### src/rtl/ext_irq_pkg.sv
package ext_irq_pkg;
  localparam int unsigned NUM_SRC  = 3;
  localparam int unsigned SRC_NMI  = 0;
  localparam int unsigned SRC_INT0 = 1;
  localparam int unsigned SRC_INT1 = 2;

  typedef enum logic [1:0] {
    TRIG_FALL = 2'd0,
    TRIG_RISE = 2'd1,
    TRIG_PROG = 2'd2
  } trig_e;
endpackage

### src/rtl/irq_sync2.sv
module irq_sync2 #(
  parameter logic RST_VAL = 1'b0
) (
  input  logic clk_i,
  input  logic rst_ni,
  input  logic d_i,
  output logic q_o
);
  logic s1_q, s2_q;

  always_ff @(posedge clk_i or negedge rst_ni) begin
    if (!rst_ni) begin
      s1_q <= RST_VAL;
      s2_q <= RST_VAL;
    end else begin
      s1_q <= d_i;
      s2_q <= s1_q;
    end
  end

  assign q_o = s2_q;
endmodule

### src/rtl/irq_width_filter.sv
module irq_width_filter #(
  parameter int unsigned SAMPLES = 4,
  parameter logic        RST_VAL = 1'b0
) (
  input  logic clk_i,
  input  logic rst_ni,
  input  logic en_i,
  input  logic d_i,
  output logic lvl_o
);
  localparam int unsigned CW = (SAMPLES > 2) ? $clog2(SAMPLES) : 1;
  localparam logic [CW-1:0] LAST = CW'(SAMPLES - 1);

  logic          lvl_q;
  logic [CW-1:0] cnt_q;

  // level moves only after SAMPLES consecutive enabled samples disagree
  always_ff @(posedge clk_i or negedge rst_ni) begin
    if (!rst_ni) begin
      lvl_q <= RST_VAL;
      cnt_q <= '0;
    end else if (en_i) begin
      if (d_i == lvl_q) begin
        cnt_q <= '0;
      end else if (cnt_q == LAST) begin
        lvl_q <= d_i;
        cnt_q <= '0;
      end else begin
        cnt_q <= cnt_q + 1'b1;
      end
    end
  end

  assign lvl_o = lvl_q;

  p_change_on_sample_r7: assert property (@(posedge clk_i) disable iff (!rst_ni)
    (lvl_q != $past(lvl_q)) |-> $past(en_i));
  p_follows_input_r6: assert property (@(posedge clk_i) disable iff (!rst_ni)
    (lvl_q != $past(lvl_q)) |-> (lvl_q == $past(d_i)));
  p_count_bounded_r6: assert property (@(posedge clk_i) disable iff (!rst_ni)
    cnt_q <= LAST);
endmodule

### src/rtl/irq_flag.sv
module irq_flag
  import ext_irq_pkg::*;
#(
  parameter trig_e TRIG = TRIG_RISE,
  parameter logic  IDLE = 1'b0
) (
  input  logic clk_i,
  input  logic rst_ni,
  input  logic lvl_i,
  input  logic clr_i,
  input  logic hold_off_i,
  output logic flag_o
);
  logic lvl_q, flag_q, hit;

  generate
    if (TRIG == TRIG_FALL) begin : g_fall
      assign hit = lvl_q & ~lvl_i;
    end else begin : g_rise
      assign hit = ~lvl_q & lvl_i;
    end
  endgenerate

  // set beats clear; level mode discards the latched edge
  always_ff @(posedge clk_i or negedge rst_ni) begin
    if (!rst_ni) begin
      lvl_q  <= IDLE;
      flag_q <= 1'b0;
    end else begin
      lvl_q <= lvl_i;
      if (hold_off_i)  flag_q <= 1'b0;
      else if (hit)    flag_q <= 1'b1;
      else if (clr_i)  flag_q <= 1'b0;
    end
  end

  assign flag_o = flag_q;

  p_set_wins_r10: assert property (@(posedge clk_i) disable iff (!rst_ni)
    (hit && !hold_off_i) |=> flag_q);
  p_hold_r9: assert property (@(posedge clk_i) disable iff (!rst_ni)
    (!hit && !clr_i && !hold_off_i) |=> $stable(flag_q));
  p_discard_r11: assert property (@(posedge clk_i) disable iff (!rst_ni)
    hold_off_i |=> !flag_q);
endmodule

### src/rtl/ext_irq_cond.sv
module ext_irq_cond
  import ext_irq_pkg::*;
#(
  parameter int unsigned FAST_SAMPLES = 4,
  parameter int unsigned SLOW_SAMPLES = 3,
  parameter int unsigned SLOW_DIV     = 4
) (
  input  logic clk_i,
  input  logic rst_ni,
  input  logic nmi_pin_i,
  input  logic int0_pin_i,
  input  logic int1_pin_i,
  input  logic int0_level_mode_i,
  input  logic nmi_clr_i,
  input  logic int0_clr_i,
  input  logic int1_clr_i,
  output logic nmi_req_o,
  output logic int0_req_o,
  output logic int1_req_o
);
  localparam int unsigned DW = (SLOW_DIV > 2) ? $clog2(SLOW_DIV) : 1;
  localparam logic [DW-1:0] DIV_LAST = DW'(SLOW_DIV - 1);

  logic [NUM_SRC-1:0] pin_w, clr_w, sync_w, lvl_w, flag_w;
  logic [DW-1:0]      div_q;
  logic               slow_tick;

  assign pin_w = {int1_pin_i, int0_pin_i, nmi_pin_i};
  assign clr_w = {int1_clr_i, int0_clr_i, nmi_clr_i};

  assign slow_tick = (div_q == DIV_LAST);

  always_ff @(posedge clk_i or negedge rst_ni) begin
    if (!rst_ni)        div_q <= '0;
    else if (slow_tick) div_q <= '0;
    else                div_q <= div_q + 1'b1;
  end

  for (genvar g = 0; g < NUM_SRC; g++) begin : g_src
    localparam logic        IDLE = (g == SRC_NMI);
    localparam int unsigned SMP  = (g == SRC_INT1) ? SLOW_SAMPLES : FAST_SAMPLES;
    localparam trig_e       TK   = (g == SRC_NMI)  ? TRIG_FALL :
                                   (g == SRC_INT0) ? TRIG_PROG : TRIG_RISE;
    logic en, hold;

    assign en   = (g == SRC_INT1) ? slow_tick : 1'b1;
    assign hold = (g == SRC_INT0) ? int0_level_mode_i : 1'b0;

    irq_sync2 #(.RST_VAL(IDLE)) i_sync (
      .clk_i (clk_i),
      .rst_ni(rst_ni),
      .d_i   (pin_w[g]),
      .q_o   (sync_w[g])
    );

    irq_width_filter #(.SAMPLES(SMP), .RST_VAL(IDLE)) i_filt (
      .clk_i (clk_i),
      .rst_ni(rst_ni),
      .en_i  (en),
      .d_i   (sync_w[g]),
      .lvl_o (lvl_w[g])
    );

    irq_flag #(.TRIG(TK), .IDLE(IDLE)) i_flag (
      .clk_i     (clk_i),
      .rst_ni    (rst_ni),
      .lvl_i     (lvl_w[g]),
      .clr_i     (clr_w[g]),
      .hold_off_i(hold),
      .flag_o    (flag_w[g])
    );
  end

  assign nmi_req_o  = flag_w[SRC_NMI];
  assign int0_req_o = int0_level_mode_i ? lvl_w[SRC_INT0] : flag_w[SRC_INT0];
  assign int1_req_o = flag_w[SRC_INT1];

  p_nmi_own_clear_r9: assert property (@(posedge clk_i) disable iff (!rst_ni)
    $fell(nmi_req_o) |-> $past(nmi_clr_i));
  p_nmi_on_fall_r2: assert property (@(posedge clk_i) disable iff (!rst_ni)
    $rose(nmi_req_o) |-> $past(!lvl_w[SRC_NMI]));
  p_int1_on_rise_r5: assert property (@(posedge clk_i) disable iff (!rst_ni)
    $rose(int1_req_o) |-> $past(lvl_w[SRC_INT1]));
  p_slow_tick_sparse_r7: assert property (@(posedge clk_i) disable iff (!rst_ni)
    slow_tick |=> !slow_tick);
endmodule

### config.mk
export PLATFORM = sky130hd
export DESIGN_NAME = ext_irq_cond
export DESIGN_NICKNAME = d
export VERILOG_FILES = /design/src/rtl/ext_irq_pkg.sv /design/src/rtl/irq_sync2.sv /design/src/rtl/irq_width_filter.sv /design/src/rtl/irq_flag.sv /design/src/rtl/ext_irq_cond.sv
export SDC_FILE = /design/constraint.sdc
export NUM_CORES = 1
export LEC_CHECK = 0
export BUFFER_PORTS_ARGS = -buffer_cell sky130_fd_sc_hd__buf_2
export CORE_MARGIN = 5
export CORE_UTILIZATION = 45
export CTS_CLUSTER_SIZE = 24
export DETAILED_ROUTE_END_ITERATION = 10
export PLACE_DENSITY = 0.68
export SETUP_SLACK_MARGIN = 0.05
export SYNTH_ARGS = -nofsm -noshare
export SYNTH_HDL_FRONTEND = slang
export SYNTH_SLANG_ARGS = --single-unit
### constraint.sdc
create_clock -name clk_i -period 1 [get_ports clk_i]
set_input_delay 0.2 -clock clk_i [delete_from_list [all_inputs] [get_ports clk_i]]
set_output_delay 0.2 -clock clk_i [all_outputs]
set_load 0.02 [all_outputs]
==> metrics.md, run 1 <==
| Metric | Value |
|---|---|
| Outcome | finished, violations left |
| Failing checks | setup timing |
| Area leader, netlist | dfrtp_1 |
| I/O Pins | 12 |
| Leakage | roughly 0.54 nW |
| Hold Fails Final Rpt | 0 |
| First-pass GRT wire length | approximately 2.2 mm |
| Area contributors post-synth | dfrtp_1 59%, dfstp_2 13%, mux2_2 5.6% |
| Busiest layer in global routing | met2 |
| Clk Latency, worst-skew pair | 0.30 ns |
| Antenna fix cells | 0 |
| Reg2Reg Depth | 3 |
| Tot GR Track Use | 0.104 |
| Max rail drop VDD | approximately 1.2 mV |
| 1st-iter DRT viols | 3 |
| Initial antenna violation count | 0 |
| Post-synth EDFFs | 0 |
| Setup Skew | 0.00268 ns |
| Core box area | 1730 um^2 |
| Clk sinks | 23 |
| Max Cap Viol | 0 |
| Pwr Density | 2480 nW/um^2 |
| Reg-to-reg startpoint | div_q[0] |
| Die extent in x | 52.4 um |
| Slew HR | 0.681 |
| CP Class | flip-flop to output pin |
| Initial DRT Pass Iterations | 2 |
| GPL Wtd Cong | a little over 0.6 |
| Post-synth top area share | 0.587 |
| Hold Crit Class | input port to flip-flop |
| Antenna viol nets, final | 0 |
| Drt wl/cell | 11.0 um |
| Post-Syn Nets | 66 |
| FF+latch count, synth | 23 |
| Met2 GRT Util | 0.188 |
| Setup crit start | g_src[1].i_flag.flag_o |
| Rows | 15 |
| Post-Syn Area | 810 um^2 |
| Area Growth Syn to Fin | 41.1% |
| Yosys cell types | 15 |
| Synth cell count leaders | 19 x dfrtp_1, 6 x inv_1, 4 x dfstp_2, 4 x mux2_2, 4 x o22ai_1 |
| CTS Buf Count | 3 |
| Min-delay src | nmi_clr_i |
| Grt met3 use | 0.0285 |
| Max FO, Critical Path | 2 |
| Final Cell Area | 1140 um^2 |
| Routed wire length | around 1.2 mm |
| Largest net degree at the start of global routing | 24 |
| Element type at the critical path start | flip-flop |
| Die height | 52.4 um |
| Arrival time of the worst setup path | 1.09 ns |
| Final Net Count | between 90 and 100 |
| Req. time, crit path | 0.80 ns |
| Hold depth | 2 |
| Post-synth ARST share | 1.00 |
| Pre-CTS WS | -0.0890 ns |
| Vias in the first global route | between 500 and 600 |
| Worst setup margin | -0.294 ns |
| Fmax | roughly 770 MHz |
| Seq/Total Area, Yosys | 0.717 |
| RSZ-0062 raised after global routing | yes |
| # H-tree levels | 1 |
| Post-DP Area | 950 um^2 |
| Routed via count divided by cell count | 4.47 |
| Syn avg cell area | 15.0 um^2 |
| Synth Flop Type | dfrtp_1 |
| Residual DRC | 0 |
| Tot Pwr | between 2 and 3 mW |
| CTS tree | built |
| Total gr overflow | 0 |
| Die ar. | 2750 um^2 |
| Syn. warnings | 0 |
| Worst slew pin tran | 0.479 ns |
| Max-slew violations | 0 |
| Max Root-Sink Buffers | 2 |
| Post-Syn Instances | 54 |
| Top-count cell post-synth | dfrtp_1 |
| Min Tclk post-route | 1.29 ns |
| Share of cells above drive strength 1 | 0.476 |
| Final HPWL DP | 789 um |
| Clk root buf | clkbuf_4 |
| # setup viols final | 8 |
| Clock-pin transition on the worst setup and hold timing paths | about 0.12 ns |
| Period Utilization, post-route | 1.29 |
| CP Capture Type | output pin |
| Port Buf Inserts | 11 |
| Starting Density | 0.469 |
| Vias | approximately 500 |
| Met1 usage | 0.120 |
worst max-delay path, stage by stage, from the launching register on:
cell and delay [ns]:
dfrtp_1 0.40, mux2_4 0.27, buf_6 0.13
worst paths after layout:
kind / slack, ns / end
max in group asynchronous: 0.27 / g_src[0].i_sync.s1_q
min in group asynchronous: 0.38 / g_src[1].i_filt.cnt_q[0]
min: 0.07 / g_src[0].i_flag.flag_o
max: -0.29 / int0_req_o
min reg2reg: 0.36 / g_src[2].i_sync.q_o
max reg2reg: -0.12 / g_src[2].i_filt.lvl_o
layer usage:
layer | vias up | wire [um] | part of all wire
met2 | 9 | 617 | 0.51
li1 | 238 | - | -
met4 | 0 | 0 | 0
met1 | 240 | 536 | 0.45
met5 | - | 0 | 0
met3 | 0 | 47 | 0.039
cells in the final DEF, fill, tap and decap left out:
cell and n:
clkbuf_4 3, buf_4 9, nor2_1 1, clkinv_2 1, a21oi_1 1, xor2_1 1
buf_2 8, xor2_2 1, dfstp_2 4, inv_1 6, o22ai_1 4, ha_4 3
nor3b_2 2, xnor2_1 1, or3b_1 1, nand2b_1 2, and2_1 2, mux2_4 4
dlygate4sd3_1 4, nand3b_1 2, dfrtp_1 19, buf_6 5
area by class of cell:
cell class                 instances  area, um^2
fill                             134         584
sequential                        23         581
multi-input combinational         25         277
timing repair buffer              26         204
tap                               25        31.3
clock buffer                       3        22.5
inverter                           6        22.5
clock inverter                     1        5.00
stage by stage:
stage | hold WS (ns) | TNS (ns) | utilization | cells
final | 0.0657 | -0.694 | 0.662 | 109
after global routing | 0.0675 | -1.01 | 0.662 | 109
after CTS | 0.0560 | -0.610 | 0.636 | 106
after detailed placement | 0.191 | -0.146 | 0.550 | 95
after global placement | 0.185 | -0.0900 | 0.550 | 95
after floorplan | -0.0956 | -0.0803 | - | 54
registers in the layout, indices dropped and copies added (netlist names):
name and flops:
div_q 2, g_src.i_flag.flag_o 3, g_src.i_filt.lvl_o 3, g_src.i_filt.cnt_q 6, g_src.i_sync.q_o 3, g_src.i_sync.s1_q 3
g_src.i_flag.lvl_q 3
where the power goes:
| part | switching, mW | total [mW] | internal [mW] |
|---|---|---|---|
| logic | 0.367 | 1.01 | 0.641 |
| registers | 0.180 | 1.42 | 1.24 |
| clock network | 0.260 | 0.408 | 0.149 |
logic make-up (layout without fill, tap and decap cells):
| group | count (synthesis) | after routing | synth area share |
|---|---|---|---|
| AOI/OAI and AO/OA | 5 | 5 | 0.0371 |
| xor gates and xnor gates | 3 | 3 | 0.0325 |
| adders and majority gates | 3 | 3 | 0.0464 |
| buffers and inverters | 6 | 36 | 0.0278 |
| DFF | 23 | 23 | 0.717 |
| muxes | 4 | 4 | 0.0556 |
| and+or+nand+nor | 10 | 10 | 0.0834 |
timing repair:
item                                    4_1_cts  5_1_grt
buffers inserted                              3        3
endpoints found under the hold margin        22        0
hold buffers                                  4        0
pin swaps                                     4        3
endpoints found under the setup margin       11       12
gates resized for setup                      15        3
(Power assumes the default switching activity.)
==> inputs of run 2 (changes only) <==
--- a/config.mk
+++ b/config.mk
@@ -10,7 +10,7 @@
 export CORE_UTILIZATION = 45
 export CTS_CLUSTER_SIZE = 24
 export DETAILED_ROUTE_END_ITERATION = 10
-export PLACE_DENSITY = 0.68
+export PLACE_DENSITY_LB_ADDON = 0.12
 export SETUP_SLACK_MARGIN = 0.05
 export SYNTH_ARGS = -nofsm -noshare
 export SYNTH_HDL_FRONTEND = slang
==> run 2 against run 1 <==
The run still ends with setup timing left. Utilization fell by 0.65 points. Sequential share of layout area rose by 0.51 points. Maximum frequency fell by 0.36%. Critical endpoint unchanged. Highest routed layer unchanged.
==> metrics.md, run 2 (same netlist as run 1, synthesis figures left out) <==
| Metric | Value |
|---|---|
| Period Utilization, post-route | 1.30 (+0.00467) |
| Antenna viol nets, final | 0 (unchanged) |
| Sw frac | 0.288 (+0.00397) |
| Slowest cell on crit path | dfrtp_1 |
| Cell family with most CP delay | flip-flops |
| Most frequent cells in the layout | 19 x dfrtp_1, 8 x buf_2, 6 x inv_1, 6 x buf_6, 6 x buf_4 |
| Worst setup margin | -0.299 ns (-0.00467 ns) |
| Vias in the first global route | 559 (+1.3%) |
| Clk sinks | 23 (unchanged) |
| 1st-iter DRT viols | 3 (unchanged) |
| I/O Pins | 12 (unchanged) |
| CP Capture Type | output pin |
| Fin cells | 107 (-1.8%) |
| Max rail drop VDD | 1.61 mV (+40%) |
| Hold Crit Class | input port to flip-flop |
| # setup viols final | 8 (unchanged) |
| CP Class | flip-flop to output pin |
| Final core area utilization | 0.655 (-0.00652) |
| Tot Pwr | 2.84 mW (+0.24%) |
| # H-tree levels | 1 (unchanged) |
| Max Root-Sink Buffers | 2 (unchanged) |
| Routed wire length | 1.33 mm (+11%) |
| First-pass GRT wire length | 2.24 mm (+3.2%) |
| Antenna fix cells | 0 (unchanged) |
| Max Cap Viol | 0 (unchanged) |
| Most common cell after layout, fill and taps aside | dfrtp_1 |
| Tot GR Track Use | 0.115 (+0.0104) |
| Total gr overflow | 0 (unchanged) |
| GPL Wtd Cong | 0.696 (+12%) |
| Clock power frac | 0.140 (-0.004) |
| Post-DP Area | 935 um^2 (-1.6%) |
| CTS Buf Count | 3 (unchanged) |
| DP Cell Count | 93 (-2.1%) |
| Element type at the critical path start | flip-flop |
| Routed via count divided by cell count | 4.52 (+1.2%) |
| Share of cells above drive strength 1 | 0.463 (-0.0128) |
| Final Net Count | 95 (-2.1%) |
| Die extent in x | 52.4 um (unchanged) |
| Port Buf Inserts | 11 (unchanged) |
| RSZ-0062 raised after global routing | yes |
| Slew HR | 0.685 (+0.00403) |
| Crit path buf inv count | 1 (unchanged) |
| Fmax | 770 MHz (-0.36%) |
| Setup Skew | 0.00171 ns (-0.000974 ns) |
| Pwr Density | 2510 nW/um^2 (+1.2%) |
| Req. time, crit path | 0.80 ns (about the same) |
| Min Tclk post-route | 1.30 ns (+0.00467 ns) |
| Outcome | finished, violations left |
| TNS Setup | -0.689 ns (+0.00558 ns) |
| Flop pwr share | 0.507 (+0.007) |
| Clk root buf | clkbuf_4 |
| Final HPWL DP | 799 um (+1.2%) |
| Hold WS | 0.0616 ns (-0.00410 ns) |
| Failing checks | setup timing |
| Psw | 819 uW (+1.6%) |
| Core box area | 1730 um^2 (unchanged) |
| Top reg by flops | g_src.i_filt.cnt_q |
| Pre-CTS WS | -0.0906 ns (-0.00157 ns) |
| Max FFs per register | 6 (unchanged) |
| Max FO, Critical Path | 2 (unchanged) |
| Area Growth Syn to Fin | 39.7% |
| # fillers | 139 (+3.7%) |
| Max-slew violations | 0 (unchanged) |
| Clk Latency, worst-skew pair | 0.30 ns (about the same) |
| Leakage | 0.529 nW (-1.7%) |
| Comb power frac | 0.353 (-0.003) |
| Worst-path cell chain | mux2_4 > buf_6 |
| Arrival time of the worst setup path | 1.10 ns (about the same) |
| Hold Fails Final Rpt | 0 (unchanged) |
| Die height | 52.4 um (unchanged) |
| Initial DRT Pass Iterations | 2 (unchanged) |
| Vias | 484 (-0.62%) |
| Largest net degree at the start of global routing | 24 (unchanged) |
| Residual DRC | 0 (unchanged) |
| Worst slew pin tran | 0.473 ns (-0.00604 ns) |
| Drt wl/cell | 12.4 um (+13%) |
| Initial antenna violation count | 0 (unchanged) |
| Die ar. | 2750 um^2 (unchanged) |
| Internal power | 2.02 mW (-0.32%) |
| CTS tree | built |
| Final Cell Area | 1130 um^2 (-0.99%) |
| Starting Density | 0.469 (unchanged) |
| Rows | 15 (unchanged) |
| Clock-pin transition on the worst setup and hold timing paths | 0.11 ns (about the same) |
| Max stage delay on crit path | 0.40 ns (about the same) |
run 2: cell count changes in the layout (fill, tap and decap cells not counted), sizes merged:
cell / delta
buf: -2
run 2: timing repair:
item,4_1_cts,5_1_grt
cloned,0,0
gates resized for setup,15,4
buffers inserted,4,2
setup endpoints to repair,11,12
pin swaps,2,5
hold endpoints to repair,22,0
hold buffers,4,0
run 2: area by class of cell:
type / instances / area (um^2) / area share
multi-input combinational: 25 / 277 / 0.244
sequential: 23 / 581 / 0.513
tap: 25 / 31.3 / 0.0277
clock inverter: 1 / 5.00 / 0.00442
timing repair buffer: 24 / 193 / 0.170
inverter: 6 / 22.5 / 0.0199
clock buffer: 3 / 22.5 / 0.0199
run 2: power groups by stage:
| stage | combinational (mW) | sequential, mW | clock [mW] |
|---|---|---|---|
| finish | 1.00 | 1.44 | 0.399 |
| global route | 1.11 | 1.48 | 0.470 |
| CTS | 0.894 | 1.42 | 0.427 |
| detailed placement | 0.645 | 1.41 | 0 |
| global placement | 0.629 | 1.40 | 0 |
| floorplan | 0.371 | 1.44 | 0 |
run 2: worst paths after layout:
| check | from | endpoint | slack (ns) | cells after the start |
|---|---|---|---|---|
| worst max-delay path | g_src[1].i_filt.lvl_o | int0_req_o | -0.30 | 2 |
| worst min-delay path | nmi_clr_i | g_src[0].i_flag.flag_o | 0.06 | 2 |
| worst max register to register | div_q[0] | g_src[2].i_filt.lvl_o | -0.11 | 3 |
| worst min register to register | g_src[2].i_sync.s1_q | g_src[2].i_sync.q_o | 0.36 | 0 |
| max in group asynchronous | rst_ni | g_src[0].i_flag.lvl_q | 0.28 | 2 |
| min in group asynchronous | rst_ni | g_src[2].i_filt.lvl_o | 0.37 | 2 |
run 2: layer usage:
layer | global-route usage | up-vias | part of all wire
met5 | 0 | - | 0
li1 | - | 232 | -
met4 | 0.0128 | 0 | 0
met3 | 0.0627 | 0 | 0.072
met1 | 0.110 | 238 | 0.39
met2 | 0.217 | 14 | 0.54
==> inputs of run 3 (changes only) <==
--- a/config.mk
+++ b/config.mk
@@ -5,6 +5,7 @@
 export SDC_FILE = /design/constraint.sdc
 export NUM_CORES = 1
 export LEC_CHECK = 0
+export ABC_AREA = 1
 export BUFFER_PORTS_ARGS = -buffer_cell sky130_fd_sc_hd__buf_2
 export CORE_MARGIN = 5
 export CORE_UTILIZATION = 45
==> run 3 against run 2 <==
The flow still finishes with violations (setup timing). Highest routed layer unchanged. Via count up 6.4%. Worst setup slack better by 0.14 ns. Critical path type unchanged. Global-route usage down 0.26 points.
==> metrics.md, run 3 <==
| Metric | Value |
|---|---|
| Final HPWL DP | 795 um (-0.45%) |
| Worst slew pin tran | 0.489 ns (+0.0161 ns) |
| Seq/Total Area, Yosys | 0.709 (-0.00768) |
| Clk root buf | clkbuf_4 |
| Vias in the first global route | 552 (-1.3%) |
| DP Cell Count | 106 (+14%) |
| Top reg by flops | g_src.i_filt.cnt_q |
| Routed via count divided by cell count | 4.36 (-3.5%) |
| Clk sinks | 23 (unchanged) |
| Vias | 515 (+6.4%) |
| CP Capture Type | output pin |
| Clk Latency, worst-skew pair | 0.30 ns (about the same) |
| Die height | 52.6 um (+0.43%) |
| Crit path buf inv count | 2 (+1) |
| Die ar. | 2770 um^2 (+0.86%) |
| Hold Fails Final Rpt | 0 (unchanged) |
| Slew HR | 0.674 (-0.0107) |
| Tot GR Track Use | 0.112 (-0.00255) |
| Routed wire length | 1.21 mm (-9.0%) |
| Hold Crit Class | input port to flip-flop |
| Antenna viol nets, final | 0 (unchanged) |
| RSZ-0062 raised after global routing | yes |
| Tot Pwr | 2.52 mW (-11%) |
| Area Growth Syn to Fin | 30.0% |
| Synth cell count leaders | 19 x dfrtp_1, 11 x nand2_1, 10 x inv_1 |
| CTS Buf Count | 3 (unchanged) |
| Max-slew violations | 0 (unchanged) |
| Clock-pin transition on the worst setup and hold timing paths | 0.11 ns (about the same) |
| TNS Setup | -0.247 ns (+0.441 ns) |
| Most common cell after layout, fill and taps aside | dfrtp_1 |
| Syn avg cell area | 11.7 um^2 (-22%) |
| Post-Syn Area | 818 um^2 (+1.1%) |
| Syn. warnings | 0 (unchanged) |
| Post-synth top area share | 0.581 (-0.00629) |
| CP Class | flip-flop to output pin |
| 1st-iter DRT viols | 3 (unchanged) |
| Final Net Count | 106 (+12%) |
| # H-tree levels | 1 (unchanged) |
| Max FFs per register | 6 (unchanged) |
| Initial DRT Pass Iterations | 4 (+2) |
| Slowest cell on crit path | dfrtp_1 |
| Yosys cell types | 13 (-2) |
| Arrival time of the worst setup path | 0.96 ns (-0.14 ns) |
| Largest net degree at the start of global routing | 24 (unchanged) |
| Post-Syn Instances | 70 (+30%) |
| Worst-path cell chain | inv_2 > o21ai_2 > buf_6 |
| Port Buf Inserts | 11 (unchanged) |
| Fmax | 863 MHz (+12%) |
| Most frequent cells in the layout | 19 x dfrtp_1, 11 x nand2_1, 9 x inv_1 |
| Post-Syn Nets | 82 (+24%) |
| Post-synth EDFFs | 0 (unchanged) |
| Area contributors post-synth | dfrtp_1 58%, dfstp_2 13%, nand2_1 5.0% |
| FF+latch count, synth | 23 (unchanged) |
| Fin cells | 118 (+10%) |
| Worst setup margin | -0.158 ns (+0.140 ns) |
| Rows | 15 (unchanged) |
| Top-count cell post-synth | dfrtp_1 |
| GPL Wtd Cong | 0.732 (+5.3%) |
| CTS tree | built |
| Max stage delay on crit path | 0.38 ns (-0.02 ns) |
| Pwr Density | 2370 nW/um^2 (-5.6%) |
| Req. time, crit path | 0.80 ns (about the same) |
| Cell family with most CP delay | flip-flops |
| Share of cells above drive strength 1 | 0.333 (-0.130) |
| Outcome | finished, violations left |
| Die extent in x | 52.6 um (+0.43%) |
| Max Root-Sink Buffers | 2 (unchanged) |
| Max rail drop VDD | 0.886 mV (-45%) |
| Setup Skew | 0.00437 ns (+0.00266 ns) |
| Synth Flop Type | dfrtp_1 |
| Initial antenna violation count | 0 (unchanged) |
| Starting Density | 0.474 (+0.00507) |
| Max FO, Critical Path | 2 (unchanged) |
| Drt wl/cell | 10.3 um (-17%) |
| Leakage | 0.513 nW (-3.0%) |
| Area leader, netlist | dfrtp_1 |
| First-pass GRT wire length | 2.25 mm (+0.31%) |
| Post-synth ARST share | 1.00 (unchanged) |
| I/O Pins | 12 (unchanged) |
| Min Tclk post-route | 1.16 ns (-0.140 ns) |
| Element type at the critical path start | flip-flop |
| # setup viols final | 3 (-5) |
| Antenna fix cells | 0 (unchanged) |
| Total gr overflow | 0 (unchanged) |
| Residual DRC | 0 (unchanged) |
| Period Utilization, post-route | 1.16 (-0.140) |
| Max Cap Viol | 0 (unchanged) |
| Core box area | 1730 um^2 (unchanged) |
| Failing checks | setup timing |
==> run 3: path summary, 6_finish.rpt <==
check	endpoint	slack (ns)	startpoint	depth (start not counted)
worst max-delay path	int0_req_o	-0.16	g_src[1].i_filt.lvl_o	3
worst max register to register	g_src[2].i_filt.cnt_q[1]	0.05	div_q[0]	5
worst min register to register	g_src[2].i_sync.q_o	0.36	g_src[2].i_sync.s1_q	0
min in group asynchronous	g_src[2].i_filt.lvl_o	0.38	rst_ni	2
max in group asynchronous	g_src[0].i_sync.q_o	0.27	rst_ni	2
worst min-delay path	g_src[2].i_flag.flag_o	0.07	int1_clr_i	2
==> run 3: per-stage QoR <==
| stage | hold WS [ns] | utilization | setup WS [ns] | instance area [um^2] |
|---|---|---|---|---|
| floorplan | -0.0956 | - | 0.0781 | 822 |
| global placement | 0.191 | 0.526 | 0.0395 | 908 |
| detailed placement | 0.195 | 0.526 | 0.0331 | 908 |
| CTS | 0.0524 | 0.584 | -0.179 | 1010 |
| global route | 0.0609 | 0.616 | -0.230 | 1060 |
| finish | 0.0697 | 0.616 | -0.158 | 1060 |
==> run 3: repair_timing <==
| item | 4_1_cts | 5_1_grt |
|---|---|---|
| cloned | 0 | 0 |
| hold endpoints to repair | 22 | 0 |
| pin swaps | 4 | 7 |
| hold buffers | 4 | 0 |
| gates resized for setup | 10 | 5 |
| setup buffers | 1 | 3 |
| endpoints found under the setup margin | 7 | 10 |
==> run 3: kinds of logic after synthesis <==
logic type / synth area share
compound gates: 0.0566
simple gates: 0.116
fa+ha+maj: 0.0459
buf+inv: 0.0505
flops: 0.709
xor+xnor: 0.0214
==> run 3: metal layers <==
| layer | wire (um) | GRT usage |
|---|---|---|
| met2 | 548 | 0.178 |
| met4 | 0 | 0.0638 |
| met5 | 0 | 0 |
| met3 | 66 | 0.0285 |
| met1 | 596 | 0.137 |
==> run 3: cell type report <==
class	count	area (um^2)
well taps	25	31.3
multi-input cells	36	238
repair buffers	19	144
fillers	142	663
inverters	11	43.8
flip-flops and latches	23	581
clock buffers	4	26.3
==> run 3: where the power goes <==
part / switching [mW] / internal [mW]
registers: 0.165 / 1.22
clock network: 0.247 / 0.155
logic: 0.360 / 0.368
total: 0.773 / 1.75
==> run 3: worst register-to-register path, cell delays in order (launching register included) <==
cell     delay (ns)
dfrtp_1        0.43
ha_4           0.19
inv_4          0.07
a21oi_4        0.03
nand3_1        0.08
nand2_1        0.05
